### config.mk
export PLATFORM = sky130hd
export DESIGN_NAME = prot_guard
export DESIGN_NICKNAME = d
export VERILOG_FILES = /design/src/rtl/prot_guard_pkg.sv /design/src/rtl/prot_mode_reg.sv /design/src/rtl/region_check.sv /design/src/rtl/viol_status.sv /design/src/rtl/prot_guard.sv
export SDC_FILE = /design/constraint.sdc
export NUM_CORES = 1
export LEC_CHECK = 0
export ABC_AREA = 0
export BUFFER_PORTS_ARGS = -buffer_cell sky130_fd_sc_hd__buf_4
export CORE_MARGIN = 4
export CORE_UTILIZATION = 44
export CTS_CLUSTER_DIAMETER = 30
export CTS_CLUSTER_SIZE = 28
export DETAILED_ROUTE_END_ITERATION = 10
export MAX_ROUTING_LAYER = met4
export PLACE_DENSITY = 0.94
export RECOVER_POWER = 50
export SYNTH_ARGS = -nofsm -noshare
export SYNTH_HDL_FRONTEND = slang
export SYNTH_SLANG_ARGS = --single-unit
export TNS_END_PERCENT = 1
### constraint.sdc
create_clock -name clk -period 1.85 [get_ports clk]
set_clock_uncertainty 0.1 [all_clocks]
set_input_delay 0 -clock clk [delete_from_list [all_inputs] [get_ports clk]]
set_output_delay 0 -clock clk [all_outputs]
set_load 0.02 [all_outputs]
### src/rtl/prot_guard_pkg.sv
package prot_guard_pkg;

  typedef enum logic [1:0] {
    CAUSE_NONE     = 2'd0,
    CAUSE_BAD_OPND = 2'd1,
    CAUSE_PRIV_CMD = 2'd2,
    CAUSE_REGION   = 2'd3
  } cause_e;

  // Priority encoder for simultaneous causes
  function automatic cause_e pick_cause(input logic bad, input logic priv, input logic rgn);
    if (bad)       return CAUSE_BAD_OPND;
    else if (priv) return CAUSE_PRIV_CMD;
    else if (rgn)  return CAUSE_REGION;
    else           return CAUSE_NONE;
  endfunction

endpackage

### src/rtl/prot_mode_reg.sv
module prot_mode_reg (
  input  logic clk,
  input  logic rst_n,
  input  logic cmd_valid,
  input  logic cmd_set_prot,
  input  logic cmd_swint,
  output logic prot_on
);

  logic enter_evt;
  logic leave_evt;

  assign leave_evt = cmd_valid & cmd_swint;
  assign enter_evt = cmd_valid & cmd_set_prot & ~prot_on & ~cmd_swint;

  always_ff @(posedge clk) begin
    if (!rst_n)         prot_on <= 1'b0;
    else if (leave_evt) prot_on <= 1'b0;
    else if (enter_evt) prot_on <= 1'b1;
  end

  assert_leave_R3: assert property (@(posedge clk) disable iff (!rst_n)
    (cmd_valid && cmd_swint) |=> !prot_on);

  assert_enter_R2: assert property (@(posedge clk) disable iff (!rst_n)
    (cmd_valid && cmd_set_prot && !cmd_swint) |=> prot_on);

  assert_spm_noop_R4: assert property (@(posedge clk) disable iff (!rst_n)
    (prot_on && !(cmd_valid && cmd_swint)) |=> prot_on);

endmodule

### src/rtl/region_check.sv
module region_check #(
  parameter int ADDR_W = 32
) (
  input  logic              prot_on,
  input  logic              acc_valid,
  input  logic [ADDR_W-1:0] acc_addr,
  input  logic [ADDR_W-1:0] rgn_base,
  input  logic [ADDR_W-1:0] rgn_limit,
  output logic              region_viol
);

  // Half-open unsigned window [lo, hi)
  function automatic logic in_window(input logic [ADDR_W-1:0] a,
                                     input logic [ADDR_W-1:0] lo,
                                     input logic [ADDR_W-1:0] hi);
    return (a >= lo) && (a < hi);
  endfunction

  logic addr_ok;

  assign addr_ok     = in_window(acc_addr, rgn_base, rgn_limit);
  assign region_viol = prot_on & acc_valid & ~addr_ok;

  always_comb begin
    assert_window_R6: assert (!(acc_valid && prot_on && (acc_addr < rgn_base)) || region_viol);
  end

endmodule

### src/rtl/viol_status.sv
module viol_status
  import prot_guard_pkg::*;
(
  input  logic   clk,
  input  logic   rst_n,
  input  cause_e evt_cause,
  input  logic   stat_rd,
  output logic   viol_req,
  output cause_e stat_cause
);

  logic evt_any;
  logic slot_open;

  assign evt_any   = (evt_cause != CAUSE_NONE);
  assign slot_open = stat_rd | (stat_cause == CAUSE_NONE);

  always_ff @(posedge clk) begin
    if (!rst_n) begin
      viol_req   <= 1'b0;
      stat_cause <= CAUSE_NONE;
    end else begin
      viol_req <= evt_any;
      if (slot_open) stat_cause <= evt_cause;
    end
  end

  assert_hold_first_R9: assert property (@(posedge clk) disable iff (!rst_n)
    (stat_cause != CAUSE_NONE && !stat_rd) |=> $stable(stat_cause));

  assert_req_has_cause_R9: assert property (@(posedge clk) disable iff (!rst_n)
    viol_req |-> (stat_cause != CAUSE_NONE || $past(stat_rd)));

endmodule

### src/rtl/prot_guard.sv
module prot_guard
  import prot_guard_pkg::*;
#(
  parameter int ADDR_W    = 32,
  parameter int LINE_W    = 4,
  parameter int VIOL_LINE = 1
) (
  input  logic              clk,
  input  logic              rst_n,
  input  logic              cmd_valid,
  input  logic              cmd_set_prot,
  input  logic              cmd_priv_io,
  input  logic              cmd_swint,
  input  logic              cmd_bad_opnd,
  input  logic              acc_valid,
  input  logic [ADDR_W-1:0] acc_addr,
  input  logic [ADDR_W-1:0] rgn_base,
  input  logic [ADDR_W-1:0] rgn_limit,
  input  logic              stat_rd,
  output logic              prot_on,
  output logic              priv_grant,
  output logic              viol_req,
  output logic [LINE_W-1:0] viol_line,
  output logic [1:0]        stat_cause
);

  localparam logic [LINE_W-1:0] LINE_ID = LINE_W'(VIOL_LINE);

  logic   priv_cmd;
  logic   priv_trap;
  logic   bad_trap;
  logic   region_viol;
  cause_e evt_cause;
  cause_e held_cause;

  assign priv_cmd   = cmd_valid & (cmd_set_prot | cmd_priv_io);
  assign priv_trap  = priv_cmd & prot_on;
  assign bad_trap   = cmd_valid & cmd_bad_opnd;
  assign priv_grant = priv_cmd & ~prot_on;
  assign evt_cause  = pick_cause(bad_trap, priv_trap, region_viol);
  assign viol_line  = LINE_ID;
  assign stat_cause = held_cause;

  prot_mode_reg u_mode (
    .clk          (clk),
    .rst_n        (rst_n),
    .cmd_valid    (cmd_valid),
    .cmd_set_prot (cmd_set_prot),
    .cmd_swint    (cmd_swint),
    .prot_on      (prot_on)
  );

  region_check #(.ADDR_W(ADDR_W)) u_region (
    .prot_on     (prot_on),
    .acc_valid   (acc_valid),
    .acc_addr    (acc_addr),
    .rgn_base    (rgn_base),
    .rgn_limit   (rgn_limit),
    .region_viol (region_viol)
  );

  viol_status u_status (
    .clk        (clk),
    .rst_n      (rst_n),
    .evt_cause  (evt_cause),
    .stat_rd    (stat_rd),
    .viol_req   (viol_req),
    .stat_cause (held_cause)
  );

  assert_priv_trap_R4: assert property (@(posedge clk) disable iff (!rst_n)
    (cmd_valid && (cmd_set_prot || cmd_priv_io) && prot_on) |=> viol_req);

  assert_bad_trap_R8: assert property (@(posedge clk) disable iff (!rst_n)
    (cmd_valid && cmd_bad_opnd) |=> viol_req);

  assert_off_quiet_R7: assert property (@(posedge clk) disable iff (!rst_n)
    (!prot_on && !(cmd_valid && cmd_bad_opnd)) |=> !viol_req);

  assert_region_R6: assert property (@(posedge clk) disable iff (!rst_n)
    (prot_on && acc_valid && acc_addr >= rgn_limit) |=> viol_req);

  always_comb begin
    assert_line_R11: assert (viol_line == LINE_ID);
  end

endmodule

# Word-level counts from Yosys, hierarchy flattened
# Index checks and enable logic that the tools add are counted.
[classes]
n_lt_le_gt_ge = 2
reduce_logical = 4
mux = 3
bitwise = 16
[op_table]
columns = ["operator", "n"]
rows = [
  ["32-bit >= comparator", 1],
  ["32-bit < comparator", 1],
  ["1-bit bitwise AND", 10],
  ["2-bit two-way mux", 3],
  ["1-bit NOT", 4],
  ["2-bit logical NOT", 1],
  ["1-bit bitwise OR", 2],
  ["2-bit nonzero test", 1],
  ["2-bit OR reduction", 1],
  ["1-bit logical AND", 1],
]
[totals]
register_bits = 4
elab_cells = 28
input_bits = 105
output_inout_bits = 9

# Depth between registers and ports, before layout
[logic_depth]
ltp_word = 8
mapped_depth = 8
ltp_nobuf = 8

# By module
# Synthesis repeated with hierarchy kept, for this count alone.
[hier_totals]
cells_unflattened = 251
hier_area_um2 = 1845.5
[modules_own_cells]
columns = ["mod", "cells_per_inst", "seq_area_each_um2", "area_per_inst_um2", "instances"]
rows = [
  ["region_check", 225, 0.0, 1625.3, 1],
  ["viol_status", 10, 60.1, 105.1, 1],
  ["prot_guard", 12, 0.0, 78.8, 1],
  ["prot_mode_reg", 4, 20.0, 36.3, 1],
]

# Worst setup path before layout
# Ideal clock, no wire load.
[synth_timing]
kind = "input to register"
startpoint = "input rgn_base[13]"
endpoint = "register u_status.stat_cause[1]"
t_arrival_ns = 1.424
stages = 8
t_required_ns = 1.617
slack_ns = 0.193
setup_ns = 0.133
path_buffers = 0
path_cell_list = "inv_1 ha_1 and4_1 nand2_1 a2111oi_2 o31ai_1 a311oi_2 a31oi_1"
[synth_via]
elab_chain_len = 7
[synth_lines]
columns = ["item", "line", "source"]
rows = [
  ["from (decl)", "prot_guard.sv:17", "input logic [ADDR_W-1:0] rgn_base,"],
  ["32-bit >= comparator", "region_check.sv:16", "return (a >= lo) && (a < hi);"],
  ["1-bit logical AND", "region_check.sv:16", ""],
  ["1-bit NOT", "region_check.sv:22", "assign region_viol = prot_on & acc_valid & ~addr_ok;"],
  ["1-bit bitwise AND", "region_check.sv:22", ""],
  ["2-bit two-way mux", "prot_guard_pkg.sv:14", "else if (rgn) return CAUSE_REGION;"],
  ["2-bit two-way mux", "prot_guard_pkg.sv:13", "else if (priv) return CAUSE_PRIV_CMD;"],
  ["2-bit two-way mux", "prot_guard_pkg.sv:12", "if (bad) return CAUSE_BAD_OPND;"],
  ["to (signal assigned)", "viol_status.sv:24", "if (slot_open) stat_cause <= evt_cause;"],
  ["to (decl)", "viol_status.sv:9", "output cause_e stat_cause"],
]
# Every way passes these cells.
# A chain may end at the register's enable or synchronous reset.

# Worst setup path after layout
[layout_timing]
startpoint = "input acc_addr[14]"
endpoint = "register u_status.stat_cause[1]"
[layout_via]
elab_chain_len = 7
elab_cells_between_ends = 8
classes_between = "2 x order compare; 3 x mux; 2 x bitwise; 1 x reduce/logical"
[layout_lines]
columns = ["item", "line", "source"]
rows = [
  ["from (decl)", "prot_guard.sv:16", "input logic [ADDR_W-1:0] acc_addr,"],
  ["32-bit >= comparator / 32-bit < comparator (equally long branches)", "region_check.sv:16", ""],
  ["1-bit logical AND *", "region_check.sv:16", ""],
  ["1-bit NOT *", "region_check.sv:22", ""],
  ["1-bit bitwise AND *", "region_check.sv:22", ""],
  ["2-bit two-way mux *", "prot_guard_pkg.sv:14", ""],
  ["2-bit two-way mux *", "prot_guard_pkg.sv:13", ""],
  ["2-bit two-way mux *", "prot_guard_pkg.sv:12", ""],
]
# Mark *: on every way between the ends. The rest lies on a longest branch, timed or not.

==> results by group <==
Pwr
  • Pleak: about 0.0017 µW
  • PwrDens: approximately 300 nW/µm²
  • Switching power: 303 µW
  • Power share of the clock group: a little over a fifth
  • Comb power frac: between 60% and 70%
  • Total power: roughly 840 µW
  • Sw Share: between 30% and 40%
  • Internal power: 538 µW
  • Peak VDD IR: roughly 0.12 mV
  • Flop pwr share: between 10% and 20%

Critical path
  • Crit path launch type: input pin
  • Worst Path Required: about 1900 ps
  • Crit path arrival time: 1770 ps
  • Worst setup EP type: register
  • Crit Path Class: in -> reg
  • Crit Path Max Fanout: 3

Yosys
  • Distinct cells, synth: 35
  • Mux share of post-synthesis cell area: 0%
  • Synth Register Bits: 4
  • Post-synthesis compound-gate area fraction: around 23%
  • Netlist Area Pre-Place: between 1500 and 2000 µm²
  • Largest family of logic cells by synthesized area: adder cells
  • Syn_area_per_cell: 7.25 µm²
  • Async SR Flop Fraction: 0%
  • Post-Synth Adder-Cell Area: a little over two fifths
  • Ys flop type: dfxtp_1
  • Seq/Total Area, Yosys: about 4.4%
  • Cells after Synth: 250
  • Area share of xor/xnor cells in the synthesized design: 0%
  • Simple-gate share of the synthesized area: between 10% and 20%
  • Post-synth EDFFs: 0
  • Yosys warns: 0

Route
  • Detailed router's first-iteration violation count: 40
  • Drt pass-1 iters: 4
  • Vias/cell: 5.14
  • Routed WL: between 5000 and 6000 µm
  • Wirelength per Cell: between 10 and 15 µm
  • # DRC: 0
  • Vias: between 2,000 and 2,500
  • Antenna Nets Post-Route: 0

Global route
  • Largest net degree at the start of global routing: 6
  • Vias in the first global route: approximately 2,400
  • Gr ovfl total: 0
  • Gr usage total: 22.8%
  • First-pass GRT wire length: ~9500 µm
  • Initial antenna violation count: 0

Floorplanning
  • Overall die height: roughly 72 µm
  • Number of I/O pins: around 110
  • Die Wd: 72.2 µm
  • Site Rows: 23
  • Initial core utilization: a little under half
  • Core box area: 4000 µm²
  • Die area: 5210 µm²

Timing
  • Fin Setup TNS: 0 ps
  • WHS: 19.5 ps
  • Tmin final: around 1700 ps
  • # setup viols final: 0
  • Final hold vios: 0
  • Max Clk Rate: a little under 600 MHz
  • Fin crit share: between 90% and 100%
  • RSZ-0062 raised after global routing: false
  • Max Slew Vio Count: 0

Layout
  • Non-Filler Instances: 420
  • # diodes: 0
  • Most common cell after layout, fill and taps aside: buf_4
  • Post-layout util: a little over two thirds
  • Leading cell types in the layout, fill and taps excluded: buf_4 (112), inv_1 (67), ha_1 (63), a21oi_1 (27), nand2_1 (21)
  • Final net count: 540
  • Area growth, synth to finish: 56.0%
  • Share of cells above drive strength 1: 33.2%
  • Fill count: roughly 320

Hold path
  • Worst hold path class: in -> reg

Placement
  • PortBufs: ~110
  • Placed cells: between 400 and 500
  • RePlAce Congestion: approximately 0.85
  • Post-DP HPWL: about 5100 µm

Run
  • MaxCap Viol Count: 0

Clocking
  • H-tree levels: 1
  • Total CTS buffers: 3
  • CTS tree: done
  • Later-pin clock latency in the skew report: between 200 and 250 ps
  • Largest buffer count on any clock path: 2
  • Root buffer cell: clkbuf_8
  • Clk pin slew, worst setup/hold paths: 30 ps
  • CTS sink count: 4

Status
  • Status: finished clean
-- per-stage QoR --
step,setup slack (ps),area (µm²)
after detailed placement,-151,2720
after global placement,-87.2,2720
after CTS,70.2,2800
final,121,2830
after floorplan,193,1820
after global routing,1.18,2830
-- repair_timing --
item                                    4_1_cts  5_1_grt
endpoints found under the hold margin         4        0
setup buffers                                 0        0
hold buffers                                  4        0
endpoints found under the setup margin        0        3
resized for setup                             0        6
-- registers in the layout (all words and copies together), names as in the netlist --
signal               cells
u_status.viol_req        1
u_mode.prot_on           1
u_status.stat_cause      2
-- final cells by class --
class / count / area, µm² / area share, %
inverter: 67 / 251 / 8.89
timing repair buffer: 119 / 892 / 31.5
clock buffer: 3 / 41.3 / 1.46
multi-input combinational: 177 / 1500 / 53.1
tap: 50 / 62.6 / 2.21
sequential: 4 / 80.1 / 2.83
-- layer usage --
layer | wire, µm | track usage [%]
met2 | 3110 | 45.7
met1 | 2060 | 23.1
met5 | 0 | -
met3 | 387 | 2.63
met4 | 91 | 5.01
-- synth_stat cells, drive strengths merged (3+ instances only) --
library cell  number  area [µm²]
inv               67         251
ha                63         788
a21oi             27         135
nand2             21        78.8
o21ai             12        60.1
nand4              7        43.8
a21o               4        30.0
and4               4        35.0
buf                4        30.0
dfxtp              4        80.1
nand3              4        20.0
nor2               4        15.0
a2111oi            3        38.8
nor3               3        15.0
-- path summary, 6_finish.rpt --
check                          from                     end  cells after the start  slack (ps)
min                    cmd_bad_opnd       u_status.viol_req                      3          20
max reg2reg          u_mode.prot_on  u_status.stat_cause[1]                      6         310
min reg2reg  u_status.stat_cause[1]  u_status.stat_cause[1]                      2         470
max                    acc_addr[14]  u_status.stat_cause[1]                      9         120
-- critical path, cell delays in order --
cell	delay (ps)
buf_4	120
ha_1	300
buf_4	140
a21oi_1	180
nand2_1	80
a221o_1	310
o31ai_2	280
a311oi_2	170
a31oi_1	190
-- power groups by stage --
| stage | Sequential, µW | Clock [µW] | Combinational (µW) |
|---|---|---|---|
| detailed placement | 97.9 | 0 | 538 |
| floorplan | 104 | 0 | 262 |
| CTS | 96.7 | 184 | 551 |
| global route | 97.3 | 192 | 636 |
| global placement | 97.3 | 0 | 512 |
| finish | 96.9 | 184 | 560 |
-- cell families after synthesis --
group | count (synthesis)
compound gates | 63
flops | 4
fa+ha+maj | 63
other cells | 2
simple gates | 47
buf+inv | 71
No activity file was read; power rests on OpenSTA's default activity.
